### config.mk
export PLATFORM = sky130hd
export DESIGN_NAME = disk_window_mapper
export DESIGN_NICKNAME = d
export VERILOG_FILES = /design/src/rtl/dwm_pkg.sv /design/src/rtl/dwm_page_reg.sv /design/src/rtl/dwm_window_decode.sv /design/src/rtl/dwm_addr_map.sv /design/src/rtl/disk_window_mapper.sv
export SDC_FILE = /design/constraint.sdc
export NUM_CORES = 1
export LEC_CHECK = 0
export BUFFER_PORTS_ARGS = -buffer_cell sky130_fd_sc_hd__buf_4
export CAP_MARGIN = 15
export CORE_UTILIZATION = 31
export DETAILED_ROUTE_END_ITERATION = 6
export GPL_TIMING_DRIVEN = 0
export PLACE_DENSITY = 0.79
export SLEW_MARGIN = 10
export SYNTH_ARGS = -nofsm -noshare
export SYNTH_HDL_FRONTEND = slang
export SYNTH_SLANG_ARGS = --single-unit
### constraint.sdc
create_clock -name clk -period 1.8 [get_ports clk]
set_input_delay 0.18 -clock clk [delete_from_list [all_inputs] [get_ports clk]]
set_output_delay 0.18 -clock clk [all_outputs]
set_load 0.01 [all_outputs]
### src/rtl/dwm_pkg.sv
package dwm_pkg;
  localparam int CPU_AW    = 16;
  localparam int WIN_BITS  = 3;
  localparam int PAGE_BITS = 5;
  localparam int DISK_BITS = 2;
  localparam int IO_W      = 8;

  // true when the top address bits equal the window tag
  function automatic logic tag_match(input logic [WIN_BITS-1:0] top,
                                     input logic [WIN_BITS-1:0] tag);
    return top == tag;
  endfunction
endpackage

### src/rtl/dwm_page_reg.sv
module dwm_page_reg #(
  parameter int IO_W    = 8,
  parameter int REG_W   = 7,
  parameter logic [IO_W-1:0] PORT = 8'h44
) (
  input  logic            clk,
  input  logic            rst_n,
  input  logic [IO_W-1:0] io_addr,
  input  logic            io_wr,
  input  logic            io_rd,
  input  logic [IO_W-1:0] io_wdata,
  output logic [REG_W-1:0] page_q,
  output logic [IO_W-1:0] io_rdata
);
  logic port_sel;
  logic load;
  assign port_sel = (io_addr == PORT);
  assign load     = io_wr && port_sel;

  always_ff @(posedge clk) begin
    if (!rst_n)     page_q <= '0;
    else if (load)  page_q <= io_wdata[REG_W-1:0];
  end

  assign io_rdata = (io_rd && port_sel) ? IO_W'(page_q) : '0;

  // a matching write lands on the next edge
  a_r2_load: assert property (@(posedge clk) disable iff (!rst_n)
    load |=> page_q == $past(io_wdata[REG_W-1:0]));
  // no matching write, register holds
  a_r2_hold: assert property (@(posedge clk) disable iff (!rst_n)
    !load |=> $stable(page_q));
  // top bit never reads back as one
  a_r3_top_zero: assert property (@(posedge clk) disable iff (!rst_n)
    !io_rdata[IO_W-1]);
endmodule

### src/rtl/dwm_window_decode.sv
module dwm_window_decode
  import dwm_pkg::*;
#(
  parameter int AW = 16,
  parameter logic [WIN_BITS-1:0] TAG = '1
) (
  input  logic [AW-1:0] mem_addr,
  input  logic          mem_rd,
  input  logic          mem_wr,
  output logic          hit
);
  logic strobe;
  assign strobe = mem_rd || mem_wr;
  assign hit = strobe && tag_match(mem_addr[AW-1 -: WIN_BITS], TAG);

  // no strobe, no hit
  always_comb begin
    a_r5_needs_strobe: assert (strobe || !hit);
  end
endmodule

### src/rtl/dwm_addr_map.sv
module dwm_addr_map #(
  parameter int OFS_W     = 13,
  parameter int PAGE_BITS = 5,
  parameter int DISK_BITS = 2,
  localparam int NDISK    = 1 << DISK_BITS,
  localparam int REG_W    = PAGE_BITS + DISK_BITS,
  localparam int FA_W     = PAGE_BITS + OFS_W
) (
  input  logic             hit,
  input  logic [REG_W-1:0] page_q,
  input  logic [OFS_W-1:0] offset,
  output logic [FA_W-1:0]  flash_addr,
  output logic [NDISK-1:0] disk_sel
);
  logic [PAGE_BITS-1:0] page_no;
  logic [DISK_BITS-1:0] disk_no;
  assign page_no = page_q[PAGE_BITS-1:0];
  assign disk_no = page_q[REG_W-1:PAGE_BITS];

  assign flash_addr = hit ? {page_no, offset} : '0;

  for (genvar g = 0; g < NDISK; g++) begin : g_sel
    assign disk_sel[g] = hit && (disk_no == DISK_BITS'(g));
  end

  // select is one-hot exactly when hit
  always_comb begin
    a_r7_onehot: assert ($countones(disk_sel) == (hit ? 1 : 0));
  end
endmodule

### src/rtl/disk_window_mapper.sv
module disk_window_mapper
  import dwm_pkg::*;
#(
  parameter int AW        = CPU_AW,
  parameter int PAGE_W    = PAGE_BITS,
  parameter int DISK_W    = DISK_BITS,
  parameter int IOW       = IO_W,
  parameter logic [IO_W-1:0] PORT = 8'h44,
  localparam int OFS_W    = AW - WIN_BITS,
  localparam int REG_W    = PAGE_W + DISK_W,
  localparam int FA_W     = PAGE_W + OFS_W,
  localparam int NDISK    = 1 << DISK_W
) (
  input  logic             clk,
  input  logic             rst_n,
  input  logic [IOW-1:0]   io_addr,
  input  logic             io_wr,
  input  logic             io_rd,
  input  logic [IOW-1:0]   io_wdata,
  output logic [IOW-1:0]   io_rdata,
  input  logic [AW-1:0]    mem_addr,
  input  logic             mem_rd,
  input  logic             mem_wr,
  output logic             win_hit,
  output logic [FA_W-1:0]  flash_addr,
  output logic [NDISK-1:0] disk_sel
);
  logic [REG_W-1:0] page_q;

  dwm_page_reg #(.IO_W(IOW), .REG_W(REG_W), .PORT(PORT)) u_reg (
    .clk(clk), .rst_n(rst_n), .io_addr(io_addr), .io_wr(io_wr),
    .io_rd(io_rd), .io_wdata(io_wdata), .page_q(page_q), .io_rdata(io_rdata)
  );

  dwm_window_decode #(.AW(AW)) u_dec (
    .mem_addr(mem_addr), .mem_rd(mem_rd), .mem_wr(mem_wr), .hit(win_hit)
  );

  dwm_addr_map #(.OFS_W(OFS_W), .PAGE_BITS(PAGE_W), .DISK_BITS(DISK_W)) u_map (
    .hit(win_hit), .page_q(page_q), .offset(mem_addr[OFS_W-1:0]),
    .flash_addr(flash_addr), .disk_sel(disk_sel)
  );

  // outputs quiet outside the window
  a_r8_quiet: assert property (@(posedge clk) disable iff (!rst_n)
    !win_hit |-> (flash_addr == '0 && disk_sel == '0));
  // low flash bits follow the CPU offset during a hit
  a_r6_offset: assert property (@(posedge clk) disable iff (!rst_n)
    win_hit |-> flash_addr[OFS_W-1:0] == mem_addr[OFS_W-1:0]);
endmodule

# ---- Yosys cells after proc, flatten, opt, wreduce, memory -nomap -nowiden
# Index checks and enable logic that the tools add are counted.
dict set report totals {
  reg_bits 7
}
dict set report classes {
  reduce_logical 9
  n_eq_ne 5
  muxes 2
}
# operator count
set ops {}
lappend ops {{2-to-1 mux 18 bit} 1}
lappend ops {{== test 8 x 7 -> 1 bit (second input constant)} 1}
lappend ops {{logical AND 1 bit} 7}
lappend ops {{2-to-1 mux 7 bit} 1}
lappend ops {{== test 2 bit (second input constant)} 2}
lappend ops {{== test 3 bit (second input constant)} 1}
lappend ops {{== test 2 x 1 -> 1 bit (second input constant)} 1}
lappend ops {{zero test 2 bit} 1}
lappend ops {{logical OR 1 bit} 1}

# ---- Longest topological paths before layout
# Gate-level depths: netlist of run 1.
dict set report depth {
  word_depth 3
  depth_mapped 4
}

# ---- Hierarchy
# A second synthesis of run 1 with hierarchy kept.
dict set report unflattened {
  hier_cells 69
  area_unflattened_um2 545.5
}
# mod area_per_inst_um2 cells_each instances seq_area_each_um2
set modules_own_cells {}
lappend modules_own_cells {dwm_page_reg 372.9 44 1 140.1}
lappend modules_own_cells {dwm_addr_map 161.4 24 1 0.0}
lappend modules_own_cells {dwm_window_decode 11.3 1 1 0.0}

# ---- Worst setup path before layout of run 1
# OpenSTA, ideal clock, no wires.
dict set report synth_path {
  path_kind {input -> output}
  from {input io_addr[1]}
  to {output io_rdata[0]}
  path_buffers 0
  cell_stages 3
  required_ns 1.620
  path_slack_ns 0.322
  t_arrival_ns 1.298
  path_cell_list {or4b_1 nor3_1 and2_1}
}
dict set report synth_via {
  elab_chain_cells 3
}
# element line
set synth_rtl {}
lappend synth_rtl {{from (decl)} disk_window_mapper.sv:16} ;# input logic [IOW-1:0] io_addr,
lappend synth_rtl {{== test 8 x 7 -> 1 bit} dwm_page_reg.sv:17} ;# assign port_sel = (io_addr == PORT);
lappend synth_rtl {{logical AND 1 bit} dwm_page_reg.sv:25} ;# assign io_rdata = (io_rd && port_sel) ? IO_W'(page_q) : '0;
lappend synth_rtl {{2-to-1 mux 7 bit} dwm_page_reg.sv:25}
lappend synth_rtl {{to (decl)} disk_window_mapper.sv:20} ;# output logic [IOW-1:0] io_rdata,
# No other way between the ends.

# ---- Worst setup path after layout of run 1
# Same ends and word-level chain as after synthesis.

==> reports/qor.yml, run 1 <==
synth:
  syn-cell-area_sq_um: 535.5
  syn_nets: 108
  ys_types: 17
  yosysTopAreaCellShare_pct: 29.21
  synth-edff-count: 0
  ys_seq_area_share_pct: 26.17
  synth_warnings: 0
  synthArstFlopShare_pct: 0
  synth-seq-cells: 7
  synthFlopType: "dfxtp_1"
  synth_common_cells: "25 x and2_1, 15 x nand2_1, 7 x dfxtp_1, 7 x mux2i_1, 3 x clkbuf_1"
  netlist_instances: 70
  yosysMostFrequentCell: "and2_1"
  avgSynthCellArea_sq_um: 7.650
  yosys.area.top_type: "and2_1"
  yosys-top-cells-area: "and2_1 29%, dfxtp_1 26%, mux2i_1 13%"
cts:
  cts_made_buffers: 3
  cts.path.max_buffers: 2
  cts_sinks: 7
  htree_levels: 1
  cts_tree: "yes"
  cts.reportedPaths.clkPinSlew_ns: 0.05
  root_buffer: "clkbuf_4"
  postCtsHoldBufs: 0
  clk_latency_ns: 0.24
outcome:
  violations: "DRC"
  status: "finished, violations left"
critical_path:
  regToRegSetupSlack_ns: 1.11
  worstPathMaxFanout: 7
  cpLargestDelayFamily: "simple AND/OR/NAND/NOR gates"
  cp.arrival_ns: 1.47
  crit_path_cell_trace: "buf_4, or4b_1, nor3_2, and2_1, buf_4"
  end_kind: "primary output"
  worstSetupPathType: "in2out"
  critPathMostFrequentCell: "buf_4"
  r2r_start: "u_reg.page_q[5]$_SDFFE_PN0P_"
  crit_required_ns: 1.62
  r2r_end: "u_reg.page_q[5]$_SDFFE_PN0P_"
  slowest_delay_ns: 0.59
  startpoint_type: "input pin"
  cp_num_buf_inv: 2
  crit_slowest_cell: "or4b_1"
  rr_worst_depth: 2
layout:
  drive_gt1_share_pct: 52.14
  largest_reg_flops: 7
  reg_top3: "u_reg.page_q (7)"
  antenna_cells: 0
  layout.nets: 179
  area_growth_pct: 102.1
  largest_register: "u_reg.page_q"
  seq_area_sq_um: 140.1
  multi_input_area_sq_um: 374.1
  nFillCells: 139
  fin_area_sq_um: 1082
hold_path:
  holdPathStages: 3
  holdCritStartpoint: "io_wdata[2]"
  worstHoldEndpoint: "u_reg.page_q[2]$_SDFFE_PN0P_"
  hp-class: "in2reg"
sta:
  setup_viol: 0
  clock_skew_ns: 0
  period_share_pct: 91.80
  hold_viol: 0
  fin_worst_hold_slack_ns: 0.1860
  setup_tns_ns: 0
  finalMaxSlewViolations: 0
  period_minus_slack_ns: 1.652
  grt_setup_unrepaired: "false"
  max_freq_mhz: 605.2
grt:
  track_usage_pct: 19.10
  grt_pass1_vias: 639
  grt_pass1_wl_um: 2739
  grt_max_degree: 11
  overflow: 0
  antenna_found_initial: 0
place:
  place.gp.congestion: 0.7753
  placed_area_sq_um: 1051
  hpwl_um: 1552
  portBuffers: 66
routing:
  drc: 14
  wl_um: 1806
  ant_nets: 0
  vias: 693
  via_per_inst: 4.442
  first_iter_violations: 25
  dr.pass1.iters: 6
  wl_per_cell_um: 11.58
floorplan:
  die_area_sq_um: 1897
  pin_count: 69
  start_util_pct: 34.35
  core_sq_um: 1559
  die_h_um: 43.56
  die_x_um: 43.56
  rows: 14
job:
  cap_violations: 0
power:
  report.power.total_uw: 395.6
  total_leakage_power_uw: 0.0005732
  p_per_area_nw_per_um2: 365.5
  vdd_drop_max_mv: 0.4004
[where the power goes]
group	total (uW)	switching, uW	internal, uW
registers	156	0.162	155
logic	101	32.5	69.0
clock network	139	54.2	84.4
total	396	86.8	309
[worst reg2reg max path, stage by stage (launching register included)]
cell     delay [ns]
dfxtp_1        0.40
nand2_1        0.08
mux2i_1        0.13
[how the worst max path moves through the flow]
stage                          start     endpoint  slack, ns  cells past startpoint
after floorplan           io_addr[1]  io_rdata[0]       0.32                      3
after detailed placement  io_addr[5]  io_rdata[4]      -0.04                      5
after CTS                 io_addr[5]  io_rdata[4]       0.14                      5
final                     io_addr[1]  io_rdata[0]       0.15                      5
after global routing      io_addr[1]  io_rdata[6]       0.06                      5
after global placement    io_addr[5]  io_rdata[6]     -0.008                      5
[area by class of cell]
cell class	instances	area share (%)
Buffer	4	1.734
Clock buffer	4	2.428
Inverter	2	0.6936
Multi-Input combinational cell	57	34.57
Sequential cell	7	12.95
Tap cell	16	1.850
Timing Repair Buffer	66	45.78
[cell families (layout without fill, tap and decap cells)]
family,Yosys count,after routing,share of synthesized area (%)
multiplexers,7,7,13.08
AND/OR/NAND/NOR,48,48,53.04
buffers and inverters,6,76,4.907
other,1,1,0.7003
flip-flops,7,7,26.17
AO/OA/AOI/OAI,1,1,2.103
[repair_timing]
item                                   4_1_cts  5_1_grt
buffers inserted                             0        0
setup endpoints to repair                    7        0
endpoints found under the hold margin        0        0
gates resized for setup                      1        0
[through the flow]
stage / util (%) / instances / worst slack, ns
floorplan: - / 70 / 0.3216
finish: 69.42 / 156 / 0.1476
CTS: 69.42 / 156 / 0.1372
global placement: 67.42 / 152 / -0.007871
global route: 69.42 / 156 / 0.05667
detailed placement: 67.42 / 152 / -0.04241
[placed cells by master, fill, tap and decap left out]
cell type	n
nor2_1	1
and2_1	25
conb_1	1
nor3_4	1
clkbuf_4	3
or4b_1	1
o2111a_1	1
nor3b_1	1
and3b_1	1
nand2_1	15
dfxtp_1	7
and3_1	1
mux2i_1	7
buf_4	67
clkbuf_1	4
or4b_4	1
inv_1	2
nor3_2	1
[metal layers]
layer / wire length (um) / GRT usage (%) / up-vias
met3: 204 / 6.667 / 4
met2: 885 / 31.64 / 39
li1: - / - / 365
met1: 690 / 21.94 / 285
met5: 0 / 0 / -
met4: 25 / 8.750 / 0
No activity file was read; power rests on OpenSTA's default activity.
==> run 2: changes to the inputs <==
--- a/config.mk
+++ b/config.mk
@@ -5,12 +5,13 @@
 export SDC_FILE = /design/constraint.sdc
 export NUM_CORES = 1
 export LEC_CHECK = 0
+export ABC_AREA = 1
 export BUFFER_PORTS_ARGS = -buffer_cell sky130_fd_sc_hd__buf_4
 export CAP_MARGIN = 15
-export CORE_UTILIZATION = 31
+export CORE_UTILIZATION = 34
 export DETAILED_ROUTE_END_ITERATION = 6
 export GPL_TIMING_DRIVEN = 0
-export PLACE_DENSITY = 0.79
+export PLACE_DENSITY = 0.78
 export SLEW_MARGIN = 10
 export SYNTH_ARGS = -nofsm -noshare
 export SYNTH_HDL_FRONTEND = slang
==> run 2 against run 1 <==
  * The run now ends clean
  * Global-route usage is 2.2 points lower
  * First-iteration DRC count is 76% lower
  * Synthesized area is 25% higher
  * Via count is 28% higher
  * Clock-buffer cell count stayed put
  * Sequential share of layout area is 1.4 points lower
  * Final cell count is 38% higher
  * Highest routed layer unchanged
  * Die area is 13% higher
  * Register-to-register slack worse by 0.03 ns
==> reports/qor.yml, run 2 <==
layout:
  fin_util_pct: 68.14  # -1.3 points
  drive_gt1_share_pct: 44.74  # -7.4 points
  largest_reg_flops: 7  # unchanged
  area_growth_pct: 81.50
  nFillCells: 170  # +22%
  antenna_cells: 0  # unchanged
  reg_top3: "u_reg.page_q (7)"
  layout.nets: 229  # +28%
  mostFrequentLayoutCell: "buf_4"
  final_cell_mix: "66 x buf_4, 38 x inv_1, 33 x nor2_1, 14 x nand2_1"
  largest_register: "u_reg.page_q"
routing:
  via_per_inst: 4.126  # -7.1%
  wl_per_cell_um: 8.809  # -24%
  ant_nets: 0  # unchanged
  dr.pass1.iters: 3  # -3
  first_iter_violations: 6  # -76%
  drc: 0  # -14
  vias: 887  # +28%
  wl_um: 1894  # +4.9%
synth:
  synth-edff-count: 0  # unchanged
  synth_common_cells: "38 x inv_1, 33 x nor2_1, 14 x nand2_1"
  yosys-top-cells-area: "inv_1 21%, dfxtp_1 21%, nor2_1 19%"
  synthArstFlopShare_pct: 0  # unchanged
  yosysMostFrequentCell: "inv_1"
  yosys.area.top_type: "inv_1"
  synth_warnings: 0  # unchanged
  avgSynthCellArea_sq_um: 5.532  # -28%
  syn-cell-area_sq_um: 669.4  # +25%
  syn_nets: 159  # +47%
  ys_seq_area_share_pct: 20.93  # -5.2 points
  ys_types: 17  # unchanged
  synth-seq-cells: 7  # unchanged
  synthFlopType: "dfxtp_1"
  yosysTopAreaCellShare_pct: 21.31  # -7.9 points
  netlist_instances: 121  # +73%
sta:
  grt_setup_unrepaired: "false"
  period_share_pct: 69.40  # -22 points
  period_minus_slack_ns: 1.249  # -0.4032 ns
  setup_viol: 0  # unchanged
  max_freq_mhz: 800.5  # +32%
  setup_slack_ns: 0.5509  # +0.4032 ns
  fin_worst_hold_slack_ns: 0.2077  # +0.02166 ns
  hold_viol: 0  # unchanged
  setup_tns_ns: 0  # unchanged
  clock_skew_ns: 0  # unchanged
  finalMaxSlewViolations: 0  # unchanged
cts:
  root_buffer: "clkbuf_4"
  cts_made_buffers: 3  # unchanged
  postCtsHoldBufs: 0  # unchanged
  ctsResizeCount: 0  # -1
  htree_levels: 1  # unchanged
  cts_tree: "yes"
  cts.path.max_buffers: 2  # unchanged
  cts.reportedPaths.clkPinSlew_ns: 0.05  # about the same
  post-cts-setup-buffers: 0  # unchanged
  cts_sinks: 7  # unchanged
  clk_latency_ns: 0.24  # about the same
critical_path:
  rr_worst_depth: 4  # +2
  cpLargestDelayFamily: "simple AND/OR/NAND/NOR gates"
  slowest_delay_ns: 0.19  # -0.40 ns
  cp.arrival_ns: 1.07  # -0.40 ns
  end_kind: "primary output"
  startpoint_type: "input pin"
  r2r_end: "u_reg.page_q[6]$_SDFFE_PN0P_"
  r2r_start: "u_reg.page_q[6]$_SDFFE_PN0P_"
  crit_required_ns: 1.62  # about the same
  regToRegSetupSlack_ns: 1.08  # -0.03 ns
  crit_slowest_cell: "nand3_2"
  worstPathMaxFanout: 9  # +2
  crit_path_cell_trace: "buf_4, inv_2, nand2_2, nor2_8, nand3_2, nor2_1, buf_4"
  cp_num_buf_inv: 3  # +1
  critPathMostFrequentCell: "buf_4"
  worstSetupPathType: "in2out"
power:
  report.power.total_uw: 421.9  # +6.6%
  p_per_area_nw_per_um2: 347.3  # -5.0%
  total_leakage_power_uw: 0.0007521  # +31%
  vdd_drop_max_mv: 0.3468  # -13%
hold_path:
  holdPathStages: 3  # unchanged
  holdCritStartpoint: "rst_n"
  worstHoldEndpoint: "u_reg.page_q[1]$_SDFFE_PN0P_"
  hp-class: "in2reg"
floorplan:
  die_x_um: 46.37  # +6.5%
  core_sq_um: 1783  # +14%
  die_area_sq_um: 2150  # +13%
  rows: 15  # +1
  pin_count: 69  # unchanged
  die_h_um: 46.37  # +6.5%
  start_util_pct: 37.54  # +3.2 points
grt:
  overflow: 0  # unchanged
  antenna_found_initial: 0  # unchanged
  grt_max_degree: 11  # unchanged
  track_usage_pct: 16.93  # -2.2 points
  grt_pass1_wl_um: 2711  # -1.0%
  grt_pass1_vias: 705  # +10%
place:
  portBuffers: 65  # -1.5%
  place.gp.congestion: 0.6678  # -14%
  post-place-ws_ns: 0.5654  # +0.6078 ns
  hpwl_um: 1640  # +5.7%
job:
  cap_violations: 0  # unchanged
outcome:
  status: "complete, no violations"
## run 2: changes by cell type after synthesis, sizes merged, moves of 3 or more
| cell | change |
|---|---|
| nor2 | +35 |
| nand3 | +3 |
| and2 | -25 |
| inv | +39 |
| mux2i | -7 |
| clkbuf | -3 |
| nand4 | +7 |
| buf | +3 |
| nand2 | +3 |
## run 2: stage by stage
| stage | cells | instance area [sq um] |
|---|---|---|
| 5_1_grt | 215 | 1215 |
| 3_3_place_gp | 211 | 1189 |
| 6_report | 215 | 1215 |
| 3_5_place_dp | 211 | 1189 |
| 4_1_cts | 215 | 1215 |
| 2_1_floorplan | 121 | 669.4 |
## run 2: layout make-up
cell class                 count  area (sq um)  area share [%]
buffer                         4         22.52           1.854
clock buffer                   4         26.28           2.163
inverter                      41         153.9           12.67
multi-input combinational     69         352.8           29.04
sequential                     7         140.1           11.53
tap                           25         31.28           2.575
timing repair buffer          65         488.0           40.16
## run 2: cells by family (layout without fill, tap and decap cells)
| kind of cell | Yosys count | after routing | share of synthesized area, % |
|---|---|---|---|
| simple gates | 68 | 68 | 52.15 |
| other cells | 1 | 1 | 0.5602 |
| buf+inv | 45 | 114 | 26.36 |
| flops | 7 | 7 | 20.93 |
## run 2: worst max path at each step
stage,from,to,slack [ns],cells after the start
2_1_floorplan,mem_addr[15],disk_sel[1],0.71,5
3_3_place_gp,io_addr[3],io_rdata[5],0.59,7
3_5_place_dp,io_addr[3],io_rdata[6],0.57,7
4_1_cts,io_addr[3],io_rdata[6],0.56,7
5_1_grt,io_addr[3],io_rdata[3],0.47,7
6_report,io_addr[3],io_rdata[6],0.55,7
## run 2: power breakdown
group / internal [uW] / switching [uW] / total, uW
logic: 73.7 / 53.6 / 127
clock network: 84.4 / 54.5 / 139
registers: 156 / 0.157 / 156
total: 314 / 108 / 422
## run 2: worst min-delay path, stage by stage
cell	delay, ns
buf_4	0.14
nand2_1	0.06
nor2_1	0.03
## run 2: per-layer routing
layer  GRT usage [%]  share of wire [%]  vias to the layer above
met5               0                  0                        -
met3           4.706                 16                        4
li1                -                  -                      477
met4           7.059                1.6                        0
met2           30.83                 46                       54
met1           17.84                 36                      352
